===== config.mk =====
export PLATFORM = sky130hd
export DESIGN_NAME = shf_head_shuffler
export DESIGN_NICKNAME = d
export VERILOG_FILES = /design/src/rtl/shf_pkg.sv /design/src/rtl/shf_lfsr.sv /design/src/rtl/shf_timer.sv /design/src/rtl/shf_pick.sv /design/src/rtl/shf_head_shuffler.sv
export SDC_FILE = /design/constraint.sdc
export NUM_CORES = 1
export LEC_CHECK = 0
export ABC_AREA = 1
export BUFFER_PORTS_ARGS = -buffer_cell sky130_fd_sc_hd__buf_2
export CAP_MARGIN = 40
export CORE_ASPECT_RATIO = 0.7
export CORE_MARGIN = 2
export CORE_UTILIZATION = 64
export DETAILED_ROUTE_END_ITERATION = 10
export GPL_TIMING_DRIVEN = 0
export PLACE_DENSITY = 0.87
export SKIP_CTS_REPAIR_TIMING = 1
export SYNTH_ARGS = -nofsm -noshare
export SYNTH_HDL_FRONTEND = slang
export SYNTH_SLANG_ARGS = --single-unit

===== constraint.sdc =====
create_clock -name clk -period 26.3 [get_ports clk]
set_input_delay 1.315 -clock clk [delete_from_list [all_inputs] [get_ports clk]]
set_output_delay 1.315 -clock clk [all_outputs]
set_load 0.01 [all_outputs]

===== src/rtl/shf_pkg.sv =====
package shf_pkg;

    localparam int LFSR_W = 16;

    typedef enum logic [1:0] {
        ST_IDLE = 2'd0,
        ST_WAIT = 2'd1,
        ST_DRAW = 2'd2
    } shf_state_t;

    // Maximal-length feedback for x^16 + x^14 + x^13 + x^11 + 1
    function automatic logic [LFSR_W-1:0] lfsr_advance(input logic [LFSR_W-1:0] cur);
        return {cur[LFSR_W-2:0], cur[15] ^ cur[13] ^ cur[12] ^ cur[10]};
    endfunction

endpackage


===== src/rtl/shf_lfsr.sv =====
module shf_lfsr
    import shf_pkg::*;
(
    input  logic              clk,
    input  logic              rst_n,
    input  logic              load,
    input  logic [LFSR_W-1:0] seed,
    input  logic              step,
    output logic [LFSR_W-1:0] value
);

    logic [LFSR_W-1:0] seed_fixed;

    // A zero seed would lock the register, so substitute one
    assign seed_fixed = (seed == '0) ? LFSR_W'(1) : seed;

    always_ff @(posedge clk or negedge rst_n) begin
        if (!rst_n) begin
            value <= LFSR_W'(1);
        end else if (load) begin
            value <= seed_fixed;
        end else if (step) begin
            value <= lfsr_advance(value);
        end
    end

    assert_lfsr_nonzero_R4: assert property (@(posedge clk) disable iff (!rst_n)
        value != '0);

    assert_lfsr_holds_R4: assert property (@(posedge clk) disable iff (!rst_n)
        (!load && !step) |=> $stable(value));

endmodule


===== src/rtl/shf_timer.sv =====
module shf_timer #(
    parameter int PERIOD_W = 8
) (
    input  logic                clk,
    input  logic                rst_n,
    input  logic                load,
    input  logic [PERIOD_W-1:0] period,
    input  logic                dec,
    output logic                expire
);

    logic [PERIOD_W-1:0] cnt_q;

    always_ff @(posedge clk or negedge rst_n) begin
        if (!rst_n) begin
            cnt_q <= '0;
        end else if (load) begin
            cnt_q <= period;
        end else if (dec && cnt_q != '0) begin
            cnt_q <= cnt_q - PERIOD_W'(1);
        end
    end

    assign expire = (cnt_q == PERIOD_W'(1));

    assert_timer_live_R3: assert property (@(posedge clk) disable iff (!rst_n)
        dec |-> cnt_q != '0);

endmodule


===== src/rtl/shf_pick.sv =====
module shf_pick
    import shf_pkg::*;
#(
    parameter int DEPTH  = 8,
    parameter int PORT_W = 3,
    parameter int CNT_W  = $clog2(DEPTH + 1),
    parameter int IDX_W  = $clog2(DEPTH)
) (
    input  logic [LFSR_W-1:0]       rnd,
    input  logic [CNT_W-1:0]        count,
    input  logic [DEPTH*PORT_W-1:0] ports,
    input  logic                    shuffle,
    output logic                    viable,
    output logic [IDX_W-1:0]        cand_idx,
    output logic                    cand_ok
);

    logic [PORT_W-1:0] port_arr [DEPTH];
    logic [LFSR_W-1:0] span;
    logic [LFSR_W-1:0] rem;
    logic [PORT_W-1:0] cand_port;

    for (genvar g = 0; g < DEPTH; g++) begin : g_unpack
        assign port_arr[g] = ports[g*PORT_W +: PORT_W];
    end

    assign viable = (count >= CNT_W'(2));
    assign span   = viable ? (LFSR_W'(count) - LFSR_W'(1)) : LFSR_W'(1);
    assign rem    = rnd % span;

    // Offset by one so the head slot is never named
    assign cand_idx  = IDX_W'(rem) + IDX_W'(1);
    assign cand_port = port_arr[cand_idx];
    assign cand_ok   = !shuffle || (cand_port != port_arr[0]);

endmodule


===== src/rtl/shf_head_shuffler.sv =====
module shf_head_shuffler
    import shf_pkg::*;
#(
    parameter int DEPTH     = 8,
    parameter int PORT_W    = 3,
    parameter int PERIOD_W  = 8,
    parameter int MAX_TRIES = 4
) (
    input  logic                          clk,
    input  logic                          rst_n,
    input  logic [PERIOD_W-1:0]           cfg_period,
    input  logic                          cfg_shuffle,
    input  logic [LFSR_W-1:0]             cfg_seed,
    input  logic                          head_stalled,
    input  logic [$clog2(DEPTH+1)-1:0]    q_count,
    input  logic [DEPTH*PORT_W-1:0]       q_ports,
    output logic [$clog2(DEPTH)-1:0]      swap_idx,
    output logic                          swap_go
);

    localparam int CNT_W = $clog2(DEPTH + 1);
    localparam int IDX_W = $clog2(DEPTH);
    localparam int TRY_W = $clog2(MAX_TRIES);
    localparam logic [TRY_W-1:0] LAST_TRY = TRY_W'(MAX_TRIES - 1);

    shf_state_t        state_q, state_d;
    logic [TRY_W-1:0]  tries_q, tries_d;
    logic              enabled;
    logic              tmr_load, tmr_dec, tmr_expire;
    logic              lfsr_load, lfsr_step;
    logic [LFSR_W-1:0] rnd;
    logic              viable, cand_ok;
    logic [IDX_W-1:0]  cand_idx;
    logic              go_d;

    assign enabled = (cfg_period != '0);

    shf_lfsr u_lfsr (
        .clk   (clk),
        .rst_n (rst_n),
        .load  (lfsr_load),
        .seed  (cfg_seed),
        .step  (lfsr_step),
        .value (rnd)
    );

    shf_timer #(.PERIOD_W(PERIOD_W)) u_timer (
        .clk    (clk),
        .rst_n  (rst_n),
        .load   (tmr_load),
        .period (cfg_period),
        .dec    (tmr_dec),
        .expire (tmr_expire)
    );

    shf_pick #(
        .DEPTH  (DEPTH),
        .PORT_W (PORT_W),
        .CNT_W  (CNT_W),
        .IDX_W  (IDX_W)
    ) u_pick (
        .rnd      (rnd),
        .count    (q_count),
        .ports    (q_ports),
        .shuffle  (cfg_shuffle),
        .viable   (viable),
        .cand_idx (cand_idx),
        .cand_ok  (cand_ok)
    );

    // State and retry register
    always_ff @(posedge clk or negedge rst_n) begin
        if (!rst_n) begin
            state_q <= ST_IDLE;
            tries_q <= '0;
        end else begin
            state_q <= state_d;
            tries_q <= tries_d;
        end
    end

    // Next state and control strobes
    always_comb begin
        state_d   = state_q;
        tries_d   = tries_q;
        tmr_load  = 1'b0;
        tmr_dec   = 1'b0;
        lfsr_load = 1'b0;
        lfsr_step = 1'b0;
        go_d      = 1'b0;
        unique case (state_q)
            ST_IDLE: begin
                lfsr_load = 1'b1;
                tries_d   = '0;
                if (enabled) begin
                    tmr_load = 1'b1;
                    state_d  = ST_WAIT;
                end
            end
            ST_WAIT: begin
                if (!enabled) begin
                    state_d = ST_IDLE;
                end else if (tmr_expire) begin
                    tries_d = '0;
                    state_d = ST_DRAW;
                end else begin
                    tmr_dec = 1'b1;
                end
            end
            ST_DRAW: begin
                if (!enabled) begin
                    state_d = ST_IDLE;
                end else if (!head_stalled || !viable) begin
                    tmr_load = 1'b1;
                    state_d  = ST_WAIT;
                end else begin
                    lfsr_step = 1'b1;
                    if (cand_ok) begin
                        go_d     = 1'b1;
                        tmr_load = 1'b1;
                        state_d  = ST_WAIT;
                    end else if (tries_q == LAST_TRY) begin
                        tmr_load = 1'b1;
                        state_d  = ST_WAIT;
                    end else begin
                        tries_d = tries_q + TRY_W'(1);
                    end
                end
            end
            default: begin
                state_d = ST_IDLE;
            end
        endcase
    end

    // Registered swap command
    always_ff @(posedge clk or negedge rst_n) begin
        if (!rst_n) begin
            swap_go  <= 1'b0;
            swap_idx <= '0;
        end else begin
            swap_go <= go_d;
            if (go_d) begin
                swap_idx <= cand_idx;
            end
        end
    end

    function automatic logic [PORT_W-1:0] port_at(
        input logic [DEPTH*PORT_W-1:0] vec,
        input logic [IDX_W-1:0]        idx
    );
        return vec[int'(idx)*PORT_W +: PORT_W];
    endfunction

    assert_disabled_quiet_R1: assert property (@(posedge clk) disable iff (!rst_n)
        swap_go |-> $past(cfg_period) != '0);

    assert_go_pulse_R3: assert property (@(posedge clk) disable iff (!rst_n)
        swap_go |=> !swap_go);

    assert_head_excluded_R5: assert property (@(posedge clk) disable iff (!rst_n)
        swap_go |-> swap_idx != '0);

    assert_idx_in_range_R5: assert property (@(posedge clk) disable iff (!rst_n)
        swap_go |-> CNT_W'(swap_idx) < $past(q_count));

    assert_distinct_port_R7: assert property (@(posedge clk) disable iff (!rst_n)
        (swap_go && $past(cfg_shuffle)) |->
            port_at($past(q_ports), swap_idx) != $past(q_ports[PORT_W-1:0]));

    assert_stalled_only_R9: assert property (@(posedge clk) disable iff (!rst_n)
        swap_go |-> $past(head_stalled));

    assert_min_occupancy_R10: assert property (@(posedge clk) disable iff (!rst_n)
        swap_go |-> $past(q_count) >= CNT_W'(2));

endmodule


==> impl_metrics.py, run 1 <==
metrics = {
    "detailed_routing": {
        "detail-route-antenna-nets": 0,
        "viasPerCell": 6.81,
        "drc": 3,
        "vias": 13032,
        "post_drt_wl_per_cell_um": 20.2,
        "drt_wl_total_um": 38700,
        "drt-initial-drc-count": 2048,
        "drt_first_pass_iters": 11,
    },
    "floorplan": {
        "core-area_mm2": 0.0141,
        "ios": 60,
        "die_w_um": 148,
        "num_rows": 36,
        "die_y_um": 105,
        "design.die.area_mm2": 0.0155,
        "start_util_pct": 66.0,
    },
    "critical_path": {
        "cp_common_cell": "nand2_1",
        "cp_num_buf_inv": 31,
        "worstPathRequired_ns": 26.47,
        "crit_path_start_kind": "primary input",
        "worstSetupPathType": "in2reg",
        "worst_setup_path_end_kind": "flip-flop",
        "cp_slowest_cell": "ha_1",
        "path_delay_family": "simple AND/OR/NAND/NOR gates",
        "max_stage_delay_ns": 0.40,
        "cp_data_arrival_time_ns": 27.42,
        "cp_max_fo": 10,
    },
    "place": {
        "dpl.hpwl_um": 19600,
        "place_congestion": 0.948,
        "place_ws_ns": -2.66,
        "io_buffers": 59,
        "dp_cells": 1825,
    },
    "grt": {
        "grt_usage_pct": 31.3,
        "grt_max_degree": 51,
        "antenna_found_initial": 2,
        "first_global_vias": 9446,
        "grt_pass1_wl_um": 41600,
        "grt.overflow.total": 0,
    },
    "sta": {
        "setup_slack_ns": -0.950,
        "finalClockSkew_ns": 0.00446,
        "final-max-slew-violation-count": 0,
        "worst_slew_pin_slew_ns": 0.847,
        "slew-limit-headroom_pct": 43.1,
        "finalSetupViolCount": 16,
        "min_period_ns": 27.25,
        "clock.fmax_ghz": 0.0367,
        "post-route-period-util_pct": 104,
        "hold_viol": 0,
    },
    "cts": {
        "htreeDepth": 2,
        "cts_tree": "yes",
        "clockBufferDepth": 2,
        "worstSkewPairLatency_ns": 0.29,
        "cts_root_buffer": "clkbuf_16",
        "cts_made_buffers": 5,
        "clock-sinks": 32,
        "path_clk_slew_ns": 0.06,
    },
    "finish": {
        "nets": 1915,
        "syn2layout_area_growth_pct": 31.7,
        "final_cell_mix": "nand2_1 (424), inv_1 (193), nand3_1 (152)",
        "drive_gt1_share_pct": 29.8,
        "utilization_pct": 86.9,
        "layout_commonest_cell": "nand2_1",
        "fill_cells": 702,
        "layout.cells.non_filler": 1913,
        "n_antenna_cell": 0,
    },
    "synth": {
        "ys_warn_count": 0,
        "synth.avg_cell_area_um2": 5.90,
        "ys_ff_latch": 32,
        "synth_area_leaders": "nand2_1 (20%), ha_1 (18%), nand3_1 (9.7%)",
        "synth_top_area_share_pct": 20.3,
        "syn-cell-area_mm2": 0.00928,
        "synth_top_area_cell": "nand2_1",
        "syn_nets": 1765,
        "syn_inst": 1573,
        "yosysUniqueCellTypes": 57,
        "yosysSeqAreaShare_pct": 8.65,
    },
    "status": {
        "violations": "design-rule violations, negative setup slack",
        "outcome": "complete, but fails checks",
    },
    "worst_hold_path": {
        "min_path_type": "reg2reg",
    },
    "flow_run": {
        "cap_viol_max_count": 0,
    },
}
layer usage:
layer / GRT usage (%) / vias to the layer above / wire length (µm)
met3: 3.06 / 468 / 5240
met5: 0 / - / 0
li1: - / 5479 / -
met1: 45.4 / 5751 / 13600
met4: 5.37 / 0 / 3220
met2: 50.8 / 1334 / 16600
registers in the layout, indices dropped and copies added (netlist names):
name           cells
u_lfsr.value      16
state_q            2
swap_go            1
swap_idx           3
u_timer.cnt_q      8
tries_q            2
cell type report:
cell class | count | area (µm²) | area share [%]
Timing Repair Buffer | 143 | 1020 | 8.34
Clock buffer | 7 | 153 | 1.25
Buffer | 24 | 221 | 1.81
Inverter | 221 | 858 | 7.03
Multi-Input combinational cell | 1296 | 8930 | 73.1
Tap cell | 190 | 238 | 1.95
Sequential cell | 32 | 802 | 6.56
final timing paths:
| kind | endpoint | slack, ns | startpoint | cells after the start |
|---|---|---|---|---|
| max in group asynchronous | u_lfsr.value[3] | 24.69 | rst_n | 1 |
| min in group asynchronous | u_timer.cnt_q[6] | 1.10 | rst_n | 1 |
| max reg2reg | u_timer.cnt_q[2] | 0.67 | u_lfsr.value[15] | 192 |
| min reg2reg | swap_idx[2] | 0.49 | swap_idx[2] | 2 |
| max | u_timer.cnt_q[2] | -0.95 | q_count[0] | 199 |
| min | swap_idx[2] | 0.49 | swap_idx[2] | 2 |
through the flow:
| step | setup TNS, ns | hold slack [ns] | instance area (µm²) |
|---|---|---|---|
| 6_report | -13.47 | 0.495 | 12200 |
| 5_1_grt | -28.90 | 0.512 | 12200 |
| 4_1_cts | -38.76 | 0.495 | 10000 |
| 3_5_place_dp | -40.10 | 0.473 | 9870 |
| 3_3_place_gp | -39.77 | 0.462 | 9810 |
| 2_1_floorplan | 0 | 0.446 | 9280 |
cells in the mapped netlist, drive strengths merged:
library cell and count:
a21boi 4, a21oi 64, or4 1, o21ai 87, nand3b 6, or2 33
a31oi 3, dfstp 1, buf 15, nor3b 1, a221o 1, xor2 30
nand2 531, and2 21, nand3 191, nor4 9, o221ai 1, clkbuf 10
inv 221, nand4 19, o21a 2, and3 1, o2111ai 1, o211ai 10
a211oi 2, nor3 14, mux2i 1, xnor2 34, a21o 5, a221oi 1
o21bai 4, a31o 1, a41oi 2, nor2 73, dfrtp 31, o22ai 6
ha 135, fa 1
worst min-delay path, cell delays in order, from the launching register on:
cell,delay [ns]
dfrtp_1,0.34
nand2_1,0.06
nand2_1,0.06
logic make-up after synthesis:
kind of cell	Yosys count	synth area share, %
xor+xnor	64	6.04
mux	1	0.108
flops	32	8.65
buf+inv	246	10.5
compound gates	194	12.2
fa+ha+maj	136	18.4
simple gates	900	44.0
Power of run 1 is not shown: default switching activity piles up to over one toggle a cycle in this logic, so the estimate is an artifact.
==> run 2: changes to the inputs <==
--- a/config.mk
+++ b/config.mk
@@ -5,7 +5,7 @@
 export SDC_FILE = /design/constraint.sdc
 export NUM_CORES = 1
 export LEC_CHECK = 0
-export ABC_AREA = 1
+export ABC_AREA = 0
 export BUFFER_PORTS_ARGS = -buffer_cell sky130_fd_sc_hd__buf_2
 export CAP_MARGIN = 40
 export CORE_ASPECT_RATIO = 0.7
==> run 2 against run 1 <==
- the flow now stops in global routing (5_1_grt)
- area after synthesis shrank 1.7%
- synthesized cell count shrank 23%
==> impl_metrics.py, run 2 <==
metrics = {
    "status": {
        "outcome": "did not finish",
        "lastStage": "global routing (5_1_grt)",
        "stop_error": "[ERROR GRT-0232] Routing congestion too high. Check the congestion heatmap in the GUI.",
    },
    "floorplan": {
        "ios": 60,
        "start_util_pct": 65.5,
        "die_y_um": 104,
        "num_rows": 36,
        "die_w_um": 147,
    },
    "synth": {
        "ys_ff_latch": 32,
        "synth_top_area_cell": "ha_1",
        "synth_flop_cell": "dfrtp_1",
        "async_flop_share_pct": 100,
        "synth_edf_count": 0,
        "synth_top_area_share_pct": 18.5,
        "yosysSeqAreaShare_pct": 8.80,
        "synth_area_leaders": "ha_1 (19%), dfrtp_1 (8.5%), xnor2_1 (5.8%)",
        "synth.avg_cell_area_um2": 7.48,
        "yosysUniqueCellTypes": 89,
        "syn_nets": 1410,
        "synth.most_common_cell": "ha_1",
        "ys_warn_count": 0,
        "syn-cell-area_mm2": 0.00912,
        "ys_top_cells_by_count": "ha_1 (135), nand2_1 (105), nor2_1 (96)",
        "syn_inst": 1218,
    },
    "cts": {
        "cts_root_buffer": "clkbuf_16",
        "clockBufferDepth": 2,
        "clock-sinks": 32,
        "htreeDepth": 2,
        "cts_made_buffers": 5,
    },
    "place": {
        "dpl.hpwl_um": 21000,
        "place_congestion": 0.932,
        "io_buffers": 58,
    },
    "sta": {
        "worstEpCategory": "register input",
        "grt-worst-endpoint": "swap_idx[1]$_DFFE_PN0P_/D",
    },
    "grt": {
        "grt.overflow.total": 10,
        "grt_usage_pct": 74.4,
        "grt_max_degree": 51,
    },
}
run 2: cell count changes after synthesis, sizes merged, moves of 26 or more:
cell / change
nand2: -425
a21o: +42
mux2: +28
inv: -153
nand3: -160
a21oi: +26
xnor2: +26
o21a: +37
nor3: +28
run 2: per-stage QoR:
stage / area, µm² / setup WS (ns) / TNS, ns / cells
3_5_place_dp: 10300 / -5.75 / -89.73 / 1470
2_1_floorplan: 9720 / -1.17 / -15.92 / 1218
4_1_cts: 10500 / -5.59 / -87.19 / 1478
3_3_place_gp: 10200 / -5.66 / -87.94 / 1466
run 2: logic make-up after synthesis:
logic type	after synthesis	synth area share, %
AOI/OAI and AO/OA	401	30.4
and+or+nand+nor	392	21.1
muxes	60	7.80
adders and majority gates	136	18.7
xor gates and xnor gates	87	8.44
DFF	32	8.80
buffers and inverters	110	4.72
run 2: metal layers:
metal	overflow	global-route usage, %
met1	0	74.9
met2	5	90.9
met3	0	62.5
met4	5	68.8
met5	0	19.3
==> run 3: changes to the inputs <==
--- a/config.mk
+++ b/config.mk
@@ -8,12 +8,11 @@
 export ABC_AREA = 0
 export BUFFER_PORTS_ARGS = -buffer_cell sky130_fd_sc_hd__buf_2
 export CAP_MARGIN = 40
-export CORE_ASPECT_RATIO = 0.7
 export CORE_MARGIN = 2
-export CORE_UTILIZATION = 64
+export CORE_UTILIZATION = 40
 export DETAILED_ROUTE_END_ITERATION = 10
 export GPL_TIMING_DRIVEN = 0
-export PLACE_DENSITY = 0.87
+export PLACE_DENSITY_LB_ADDON = 0.15
 export SKIP_CTS_REPAIR_TIMING = 1
 export SYNTH_ARGS = -nofsm -noshare
 export SYNTH_HDL_FRONTEND = slang
==> run 3 against run 2 <==
- area after synthesis is the same
- the flow now finishes, with violations (negative setup slack)
- synthesized cell count is the same
==> impl_metrics.py, run 3 <==
metrics = {
    "sta": {
        "finalSetupViolCount": 16,
        "worst_hold_slack_ns": 0.513,
        "slew-limit-headroom_pct": 27.6,
        "worst_slew_pin_slew_ns": 1.09,
        "finalClockSkew_ns": 0.00410,
        "min_period_ns": 29.28,
        "post-route-period-util_pct": 111,
        "clock.fmax_ghz": 0.0342,
        "hold_viol": 0,
        "rsz0062_at_grt": "yes",
        "setup_slack_ns": -2.98,
        "final-max-slew-violation-count": 0,
    },
    "synth": {
        "syn_nets": 1410,
        "syn_inst": 1218,
        "synth.most_common_cell": "ha_1",
        "synth_edf_count": 0,
        "yosysSeqAreaShare_pct": 8.80,
        "ys_warn_count": 0,
        "yosysUniqueCellTypes": 89,
        "async_flop_share_pct": 100,
        "ys_top_cells_by_count": "ha_1 (135), nand2_1 (105), nor2_1 (96)",
        "ys_ff_latch": 32,
        "synth_top_area_cell": "ha_1",
        "syn-cell-area_mm2": 0.00912,
        "synth.avg_cell_area_um2": 7.48,
        "synth_top_area_share_pct": 18.5,
        "synth_area_leaders": "ha_1 (19%), dfrtp_1 (8.5%), xnor2_1 (5.8%)",
        "synth_flop_cell": "dfrtp_1",
    },
    "cts": {
        "worstSkewPairLatency_ns": 0.28,
        "cts_tree": "yes",
        "cts_root_buffer": "clkbuf_16",
        "cts_made_buffers": 5,
        "clock-sinks": 32,
        "path_clk_slew_ns": 0.06,
        "htreeDepth": 2,
        "clockBufferDepth": 2,
    },
    "critical_path": {
        "worst_setup_path_end_kind": "flip-flop",
        "cp_max_fo": 8,
        "r2r_start": "u_lfsr.value[15]",
        "crit_path_start_kind": "primary input",
        "max_stage_delay_ns": 0.53,
        "worstPathRequired_ns": 26.46,
        "cp_common_cell": "a21o_1",
        "cp_slowest_cell": "or4b_4",
        "worstSetupPathType": "in2reg",
        "regToRegSetupSlack_ns": -1.26,
        "cp-startpoint": "q_count[0]",
        "cp_data_arrival_time_ns": 29.44,
    },
    "floorplan": {
        "ios": 60,
        "num_rows": 55,
        "start_util_pct": 40.5,
        "core-area_mm2": 0.0225,
        "design.die.area_mm2": 0.0240,
        "die_w_um": 155,
        "die_y_um": 155,
    },
    "detailed_routing": {
        "drc": 0,
        "drt_wl_total_um": 31300,
        "detail-route-antenna-nets": 0,
        "viasPerCell": 5.91,
        "post_drt_wl_per_cell_um": 18.3,
        "vias": 10085,
        "drt_first_pass_iters": 5,
        "drt-initial-drc-count": 551,
    },
    "place": {
        "io_buffers": 58,
        "place_congestion": 0.878,
        "place_ws_ns": -5.93,
        "dp_cells": 1564,
        "dpl.hpwl_um": 22200,
    },
    "grt": {
        "first_global_vias": 8882,
        "gr-usage-met2_pct": 40.0,
        "gr-usage-met1_pct": 31.0,
        "grtUsageMet3_pct": 1.89,
        "grt_max_degree": 50,
        "grt_pass1_wl_um": 44900,
        "antenna_found_initial": 2,
        "grt.overflow.total": 0,
        "top_usage_layer": "met2",
        "grt_usage_pct": 22.7,
    },
    "status": {
        "violations": "negative setup slack",
        "outcome": "complete, but fails checks",
    },
    "finish": {
        "drive_gt1_share_pct": 38.8,
        "largest_reg_flops": 16,
        "layout_commonest_cell": "buf_4",
        "fill_cells": 1924,
        "top_register": "u_lfsr.value",
        "nets": 1612,
        "utilization_pct": 60.3,
        "multi_input_area_mm2": 0.0101,
        "reg_top3": "u_lfsr.value x16, u_timer.cnt_q x8, swap_idx x3",
        "syn2layout_area_growth_pct": 48.8,
        "final_cell_mix": "buf_4 (124), ha_1 (88), nand2_1 (82)",
        "layout.cells.non_filler": 1707,
        "seqCellArea_um2": 802,
    },
    "worst_hold_path": {
        "min_path_type": "reg2reg",
        "hp-start": "swap_idx[1]",
    },
    "flow_run": {
        "cap_viol_max_count": 0,
    },
}
-- run 3: cell counts after synthesis --
Identical to the previous run, type by type.
-- run 3: final timing paths --
kind	endpoint	depth (start not counted)
max	u_timer.cnt_q[1]	144
min	swap_idx[1]	1
max reg2reg	u_timer.cnt_q[1]	138
min reg2reg	swap_idx[1]	1
max in group asynchronous	u_lfsr.value[7]	1
min in group asynchronous	state_q[0]	1
-- run 3: layout make-up --
| class | instances | area share (%) |
|---|---|---|
| clock inverter | 2 | 0.258 |
| antenna | 1 | 0.0184 |
| inverter | 68 | 1.97 |
| sequential | 32 | 5.91 |
| multi-input combinational | 1076 | 74.4 |
| tap | 285 | 2.63 |
| timing repair buffer | 195 | 11.0 |
| buffer | 42 | 2.90 |
| clock buffer | 6 | 0.950 |
-- run 3: layer usage --
layer | vias to the layer above | share of wire [%]
met5 | - | 0.042
met4 | 2 | 1.6
met3 | 41 | 3.8
met2 | 236 | 50
met1 | 4840 | 45
li1 | 4966 | -
-- run 3: critical path, delay by kind of cell --
kind,cells,cell delay [ns]
AOI/OAI and AO/OA,70,14.33
and+or+nand+nor,33,5.39
adders and majority gates,17,4.42
buffers and inverters,17,2.11
muxes,5,1.58
xor gates and xnor gates,2,0.25
-- run 3: cells by family (layout without fill, tap and decap cells) --
kind of cell             after synthesis  after routing  share of synthesized area [%]
AND/OR/NAND/NOR                      392            392                           21.1
other                                  0              1                              0
buffers and inverters                110            313                           4.72
XOR/XNOR                              87             87                           8.44
AO/OA/AOI/OAI                        401            401                           30.4
multiplexers                          60             60                           7.80
flip-flops                            32             32                           8.80
adder cells (fa/ha/maj)              136            136                           18.7
-- run 3: stage by stage --
step / TNS [ns] / area (µm²)
global route: -62.42 / 13600
detailed placement: -92.80 / 10400
finish: -45.75 / 13600
floorplan: -15.92 / 9720
global placement: -100.41 / 10400
CTS: -90.38 / 10600
Power of run 3 is left out for the same reason.
